### config.mk
export PLATFORM = sky130hd
export DESIGN_NAME = plic_top
export DESIGN_NICKNAME = d
export VERILOG_FILES = /design/src/rtl/plic_pkg.sv /design/src/rtl/plic_gateway.sv /design/src/rtl/plic_arbiter.sv /design/src/rtl/plic_top.sv
export SDC_FILE = /design/constraint.sdc
export NUM_CORES = 1
export LEC_CHECK = 0
export BUFFER_PORTS_ARGS = -buffer_cell sky130_fd_sc_hd__buf_2
export CAP_MARGIN = 20
export CELL_PAD_IN_SITES_DETAIL_PLACEMENT = 0
export CELL_PAD_IN_SITES_GLOBAL_PLACEMENT = 1
export CORE_ASPECT_RATIO = 0.5
export CORE_MARGIN = 3
export CORE_UTILIZATION = 45
export DETAILED_ROUTE_END_ITERATION = 16
export GPL_TIMING_DRIVEN = 0
export PLACE_DENSITY = 0.89
export SYNTH_ARGS = -nofsm -noshare
export SYNTH_HDL_FRONTEND = slang
export SYNTH_SLANG_ARGS = --single-unit
### constraint.sdc
create_clock -name clk_i -period 18.75 [get_ports clk_i]
set_clock_uncertainty 0.15 [all_clocks]
set_input_delay 0.9375 -clock clk_i [delete_from_list [all_inputs] [get_ports clk_i]]
set_output_delay 0.9375 -clock clk_i [all_outputs]
set_load 0.02 [all_outputs]
### src/rtl/plic_pkg.sv
package plic_pkg;
    localparam int ADDR_W = 8;
    localparam int DATA_W = 32;

    // Upper three address bits select a register region.
    typedef enum logic [2:0] {
        RG_PRIO = 3'd0,
        RG_PEND = 3'd1,
        RG_EN   = 3'd2,
        RG_CTX  = 3'd3
    } region_e;
endpackage

### src/rtl/plic_gateway.sv
module plic_gateway #(
    parameter bit EDGE  = 1'b0,
    parameter int CNT_W = 2
) (
    input  logic clk_i,
    input  logic rst_ni,
    input  logic src_i,
    input  logic claim_i,
    input  logic cmpl_i,
    output logic pend_o
);
    typedef struct packed {
        logic             pend;
        logic             busy;
        logic             prev;
        logic [CNT_W-1:0] cnt;
    } gw_t;

    gw_t g_d, g_q;
    logic rise;

    always_comb begin
        g_d  = g_q;
        rise = src_i & ~g_q.prev;
        g_d.prev = src_i;
        if (claim_i) begin
            g_d.pend = 1'b0;
            g_d.busy = 1'b1;
        end else if (cmpl_i && g_q.busy) begin
            g_d.busy = 1'b0;
        end
        if (EDGE) begin
            if (g_d.busy || g_d.pend) begin
                // edges seen while claimed are remembered; while merely pending they merge
                if (rise && g_d.busy && (g_d.cnt != {CNT_W{1'b1}}))
                    g_d.cnt = g_d.cnt + 1'b1;
            end else if (rise) begin
                g_d.pend = 1'b1;
            end else if (g_d.cnt != '0) begin
                g_d.pend = 1'b1;
                g_d.cnt  = g_d.cnt - 1'b1;
            end
        end else begin
            if (!g_d.busy && !g_d.pend && src_i)
                g_d.pend = 1'b1;
        end
    end

    always_ff @(posedge clk_i or negedge rst_ni) begin
        if (!rst_ni) g_q <= '0;
        else         g_q <= g_d;
    end

    assign pend_o = g_q.pend;
endmodule

### src/rtl/plic_arbiter.sv
module plic_arbiter #(
    parameter int NUM_SRC = 10,
    parameter int PRIO_W  = 3,
    parameter bit PRESENT = 1'b1,
    localparam int ID_W   = $clog2(NUM_SRC + 1)
) (
    input  logic [NUM_SRC:1]             pend_i,
    input  logic [NUM_SRC:1]             en_i,
    input  logic [NUM_SRC:1][PRIO_W-1:0] prio_i,
    input  logic [PRIO_W-1:0]            thr_i,
    output logic [ID_W-1:0]              id_o,
    output logic                         irq_o
);
    logic [PRIO_W-1:0] best_p;
    logic [ID_W-1:0]   best_id;
    logic              found;

    always_comb begin
        best_p  = '0;
        best_id = '0;
        found   = 1'b0;
        // ascending scan with strict compare keeps the lowest ID on ties
        for (int k = 1; k <= NUM_SRC; k++) begin
            if (pend_i[k] && en_i[k] && (prio_i[k] > thr_i) &&
                (!found || (prio_i[k] > best_p))) begin
                best_p  = prio_i[k];
                best_id = ID_W'(k);
                found   = 1'b1;
            end
        end
        irq_o = PRESENT & found;
        id_o  = PRESENT ? best_id : '0;
    end
endmodule

### src/rtl/plic_top.sv
module plic_top #(
    parameter int                 NUM_SRC     = 10,
    parameter int                 NUM_CTX     = 4,
    parameter int                 PRIO_W      = 3,
    parameter int                 CNT_W       = 2,
    parameter logic [NUM_SRC:1]   EDGE_MASK   = 10'b11_0000_0000,
    parameter logic [NUM_CTX-1:0] CTX_PRESENT = 4'b0111
) (
    input  logic                        clk_i,
    input  logic                        rst_ni,
    input  logic [NUM_SRC:1]            src_i,
    input  logic                        bus_req_i,
    input  logic                        bus_we_i,
    input  logic [plic_pkg::ADDR_W-1:0] bus_addr_i,
    input  logic [plic_pkg::DATA_W-1:0] bus_wdata_i,
    output logic                        rsp_valid_o,
    output logic [plic_pkg::DATA_W-1:0] rsp_rdata_o,
    output logic [NUM_CTX-1:0]          irq_o
);
    import plic_pkg::*;

    localparam int ID_W = $clog2(NUM_SRC + 1);

    typedef struct packed {
        logic [NUM_SRC:1][PRIO_W-1:0]  prio;
        logic [NUM_CTX-1:0][NUM_SRC:1] en;
        logic [NUM_CTX-1:0][PRIO_W-1:0] thr;
        logic                          rvalid;
        logic [DATA_W-1:0]             rdata;
    } regs_t;

    regs_t s_d, s_q;
    logic [NUM_SRC:1]            pend_w;
    logic [NUM_SRC:1]            claim_d, cmpl_d;
    logic [NUM_CTX-1:0][ID_W-1:0] best_w;
    logic [4:0]                  idx;

    // per-source gateways
    for (genvar k = 1; k <= NUM_SRC; k++) begin : g_src
        plic_gateway #(
            .EDGE  (EDGE_MASK[k]),
            .CNT_W (CNT_W)
        ) u_gw (
            .clk_i   (clk_i),
            .rst_ni  (rst_ni),
            .src_i   (src_i[k]),
            .claim_i (claim_d[k]),
            .cmpl_i  (cmpl_d[k]),
            .pend_o  (pend_w[k])
        );
    end

    // per-context arbitration
    for (genvar c = 0; c < NUM_CTX; c++) begin : g_ctx
        plic_arbiter #(
            .NUM_SRC (NUM_SRC),
            .PRIO_W  (PRIO_W),
            .PRESENT (CTX_PRESENT[c])
        ) u_arb (
            .pend_i (pend_w),
            .en_i   (s_q.en[c]),
            .prio_i (s_q.prio),
            .thr_i  (s_q.thr[c]),
            .id_o   (best_w[c]),
            .irq_o  (irq_o[c])
        );
    end

    assign idx = bus_addr_i[4:0];

    always_comb begin
        s_d        = s_q;
        s_d.rvalid = bus_req_i;
        s_d.rdata  = '0;
        claim_d    = '0;
        cmpl_d     = '0;
        if (bus_req_i) begin
            case (region_e'(bus_addr_i[7:5]))
                RG_PRIO: begin
                    for (int k = 1; k <= NUM_SRC; k++) begin
                        if (idx == 5'(k)) begin
                            if (bus_we_i) s_d.prio[k] = bus_wdata_i[PRIO_W-1:0];
                            else          s_d.rdata   = DATA_W'(s_q.prio[k]);
                        end
                    end
                end
                RG_PEND: begin
                    if (!bus_we_i && idx == 5'd0)
                        s_d.rdata = DATA_W'({pend_w, 1'b0});
                end
                RG_EN: begin
                    for (int c = 0; c < NUM_CTX; c++) begin
                        if (idx == 5'(c)) begin
                            if (bus_we_i) s_d.en[c] = bus_wdata_i[NUM_SRC:1];
                            else          s_d.rdata = DATA_W'({s_q.en[c], 1'b0});
                        end
                    end
                end
                RG_CTX: begin
                    for (int c = 0; c < NUM_CTX; c++) begin
                        if (idx[4:1] == 4'(c)) begin
                            if (!idx[0]) begin
                                if (bus_we_i) s_d.thr[c] = bus_wdata_i[PRIO_W-1:0];
                                else          s_d.rdata  = DATA_W'(s_q.thr[c]);
                            end else if (bus_we_i) begin
                                for (int k = 1; k <= NUM_SRC; k++)
                                    if (bus_wdata_i == DATA_W'(k)) cmpl_d[k] = 1'b1;
                            end else begin
                                s_d.rdata = DATA_W'(best_w[c]);
                                for (int k = 1; k <= NUM_SRC; k++)
                                    if (best_w[c] == ID_W'(k)) claim_d[k] = 1'b1;
                            end
                        end
                    end
                end
                default: ;
            endcase
        end
    end

    always_ff @(posedge clk_i or negedge rst_ni) begin
        if (!rst_ni) s_q <= '0;
        else         s_q <= s_d;
    end

    assign rsp_valid_o = s_q.rvalid;
    assign rsp_rdata_o = s_q.rdata;
endmodule

==> metrics.txt <==
R2R Setup Slk 0.96 ns; Iteration-0 DRC Markers 1,484; Fmax 0.0562 GHz; critical register-to-register path endpoint g_src[7].u_gw.pend_o; Tightest Pin Transition 1.01 ns; Placeable Area 26,000 µm²; CP Launch Type flip-flop; DIE HEIGHT 123 µm; CP required 18.92 ns; crit path DAT 17.95 ns; H-Tree Depth 4; Internal Power 513 µW; Syn Area/Cell 8.79 µm²; area delta synth->final 12.9%; Final ANT Viol Nets 0; io pins 91; Placed Area 13,100 µm²; worst r2r src s_q[85]; fraction of registers with async set/reset 100%; peak supply drop 0.0678 mV; hold_ws 0.230 ns; Tmin final 17.79 ns; Max Root-Sink Buffers 2; Netlist Area Pre-Place 12,200 µm²; Cells after Synth 1,392; Post-synth EDFFs 0; Crit path top cell by count o21ai_0; drt total wl 48.4 mm; gr usage total 32.9%; Fin. Hold Viols 0; CTS sink count 120; Yosys reg bits 120; Pins Over Slew Limit 0; largest net degree at the start of global routing 89; final setup TNS 0 ns; layout cells sized above 1 19.0%; status finished, final reports clean; root buf cell clkbuf_16; part of the power in the clock network 43.8%; routed length per instance 25.9 µm; drt via density 6.64; Lkg Pwr 6.12 nW; Distinct cells, synth 105; DRT Pass-1 Iters 7; GRT overflow 0; crit path max fanout 9; antenna violations before repair 0; GP Congestion 0.985; Port Buf Inserts 66; final net count 1,731; Slew headroom 32.7%; Area contributors post-synth dfrtp_1 (25%), ha_1 (17%), mux2_2 (7.7%); global-route wire length before repair 71.5 mm; Tot Pwr 758 µW; RSZ-0062 raised after global routing false; Pwr Density 54.9 nW/µm²; Max stage delay cell, worst path a2111oi_4; Syn. warnings 0; worst min-delay path class in -> async; design area 13,800 µm²; register area share after synthesis 24.5%; Yosys top cell area share 24.5%; Clock Latency Late Sink 0.43 ns; Inserted Clock Buffers 17; Switching Fraction 32.3%; die width 239 µm; top_reg_cell synth dfrtp_1; Die ar. 29,300 µm²; Rows 41; vias in the first global route 11,887; Tcrit/Tclk final 94.9%; dpl hpwl 37.3 mm; max cap viols 0; Residual DRC 0; Starting Density 47.1%; kind of critical path reg -> reg; part of the power in registers 36.5%; Vias 12,402; Worst-path clk slew 0.07 ns; Psw 245 µW; TritonCTS clock tree done; R2R depth 81; combinational share of power 19.7%; Worst Setup End Kind flip-flop; final setup violation count 0; post-synth top area cell dfrtp_1; CP peak stage delay 0.46 ns
-- how the worst max path moves through the flow --
| stage | from | endpoint | depth (start not counted) |
|---|---|---|---|
| finish | s_q[85] | g_src[7].u_gw.pend_o | 81 |
| global route | s_q[34] | g_src[7].u_gw.pend_o | 81 |
| CTS | s_q[34] | g_src[7].u_gw.pend_o | 81 |
| detailed placement | s_q[34] | g_src[7].u_gw.pend_o | 81 |
| global placement | s_q[34] | rsp_rdata_o[2] | 81 |
| floorplan | s_q[34] | g_src[7].u_gw.pend_o | 81 |
-- state kept, by name (all words and copies together), names as in the netlist --
| name | cells |
|---|---|
| s_q | 82 |
| g_src.u_gw.pend_o | 10 |
| g_src.u_gw.g_q | 16 |
| rsp_valid_o | 1 |
| rsp_rdata_o | 11 |
-- cells in the final DEF (no fill, tap or decap), types with 6 or more instances in the layout --
master,synthesis,layout
a21oi_1,54,54
o21ai_1,11,12
a211oi_1,7,7
or4_1,11,11
mux2i_1,11,11
a32oi_1,15,15
a311oi_1,11,11
inv_1,64,62
a222oi_1,8,8
clkbuf_16,0,17
a22oi_1,10,10
buf_2,3,68
clkbuf_1,25,25
nand3_1,57,57
a221o_1,7,7
and3_1,15,15
o21ai_0,96,95
dfrtp_1,120,119
nor2_1,84,84
and2_1,8,8
a21o_1,20,20
inv_6,0,6
a31oi_1,26,26
ha_1,170,170
nor3_1,32,32
o21a_1,27,27
buf_4,25,29
conb_1,1,22
nand2_1,115,114
nand2b_1,12,12
nor2b_1,63,63
o22ai_1,6,6
nor4_1,23,23
nand4_1,6,6
o211ai_1,13,13
mux2_2,84,84
-- critical path: cells and delay by family, from the launching register on --
family                   cells  cell delay (ns)
AO/OA/AOI/OAI               40             8.50
adder cells (fa/ha/maj)     10             2.93
buffers and inverters        7             1.14
AND/OR/NAND/NOR             22             3.82
multiplexers                 2             0.65
flip-flops                   1             0.45
-- cell usage after synthesis, drive strengths merged (28+ instances only) --
cell,n
nor3,37
dfrtp,120
o21a,28
buf,34
nor2b,63
nand2,117
o21ai,109
a31oi,31
inv,64
mux2,85
a21oi,57
nor2,84
ha,170
nand3,58
-- repair_timing --
item | in CTS | in global routing
hold buffers | 0 | 0
endpoints found under the hold margin | 0 | 0
setup endpoints to repair | 0 | 20
buffers inserted | 0 | 5
resized for setup | 0 | 8
-- kinds of logic (layout without fill, tap and decap cells) --
| group | count (synthesis) | count (layout) | synth area share [%] |
|---|---|---|---|
| adders and majority gates | 170 | 170 | 17.4 |
| other | 1 | 25 | 0.0306 |
| muxes | 97 | 97 | 8.94 |
| DFF | 120 | 120 | 24.5 |
| AOI/OAI and AO/OA | 403 | 403 | 23.7 |
| buffers and inverters | 125 | 232 | 4.78 |
| and+or+nand+nor | 476 | 476 | 20.6 |
-- per-stage QoR --
step / util, % / instances / setup WS, ns
floorplan: - / 1413 / 4.09
global placement: 50.4 / 1823 / 1.18
detailed placement: 50.5 / 1824 / 0.868
CTS: 52.8 / 1856 / 0.792
global route: 53.2 / 1864 / 0.0390
finish: 53.2 / 1867 / 0.963
-- power by group through the flow --
stage	registers [mW]	logic, mW	clock network [mW]
2_1_floorplan	0.276	0.0954	0
3_3_place_gp	0.281	0.135	0
3_5_place_dp	0.281	0.143	0
4_1_cts	0.276	0.144	0.333
5_1_grt	0.277	0.163	0.346
6_report	0.277	0.149	0.332
-- metal layers --
| metal | vias to the layer above | wire (µm) | GRT usage [%] |
|---|---|---|---|
| met5 | - | 98 | 2.53 |
| met4 | 2 | 1380 | 11.5 |
| met3 | 106 | 6220 | 11.7 |
| met2 | 719 | 19900 | 47.6 |
| met1 | 6073 | 20800 | 45.1 |
| li1 | 5502 | - | - |
-- cell type report --
cell class / count / area (µm²)
flip-flops and latches: 120 / 3000
fillers: 2400 / 12100
clock inverters: 14 / 151
inverters: 64 / 248
repair buffers: 75 / 444
clock buffers: 18 / 439
diodes: 3 / 7.51
multi-input cells: 1168 / 8750
plain buffers: 61 / 344
well taps: 344 / 430
No activity file was read; power rests on OpenSTA's default activity.
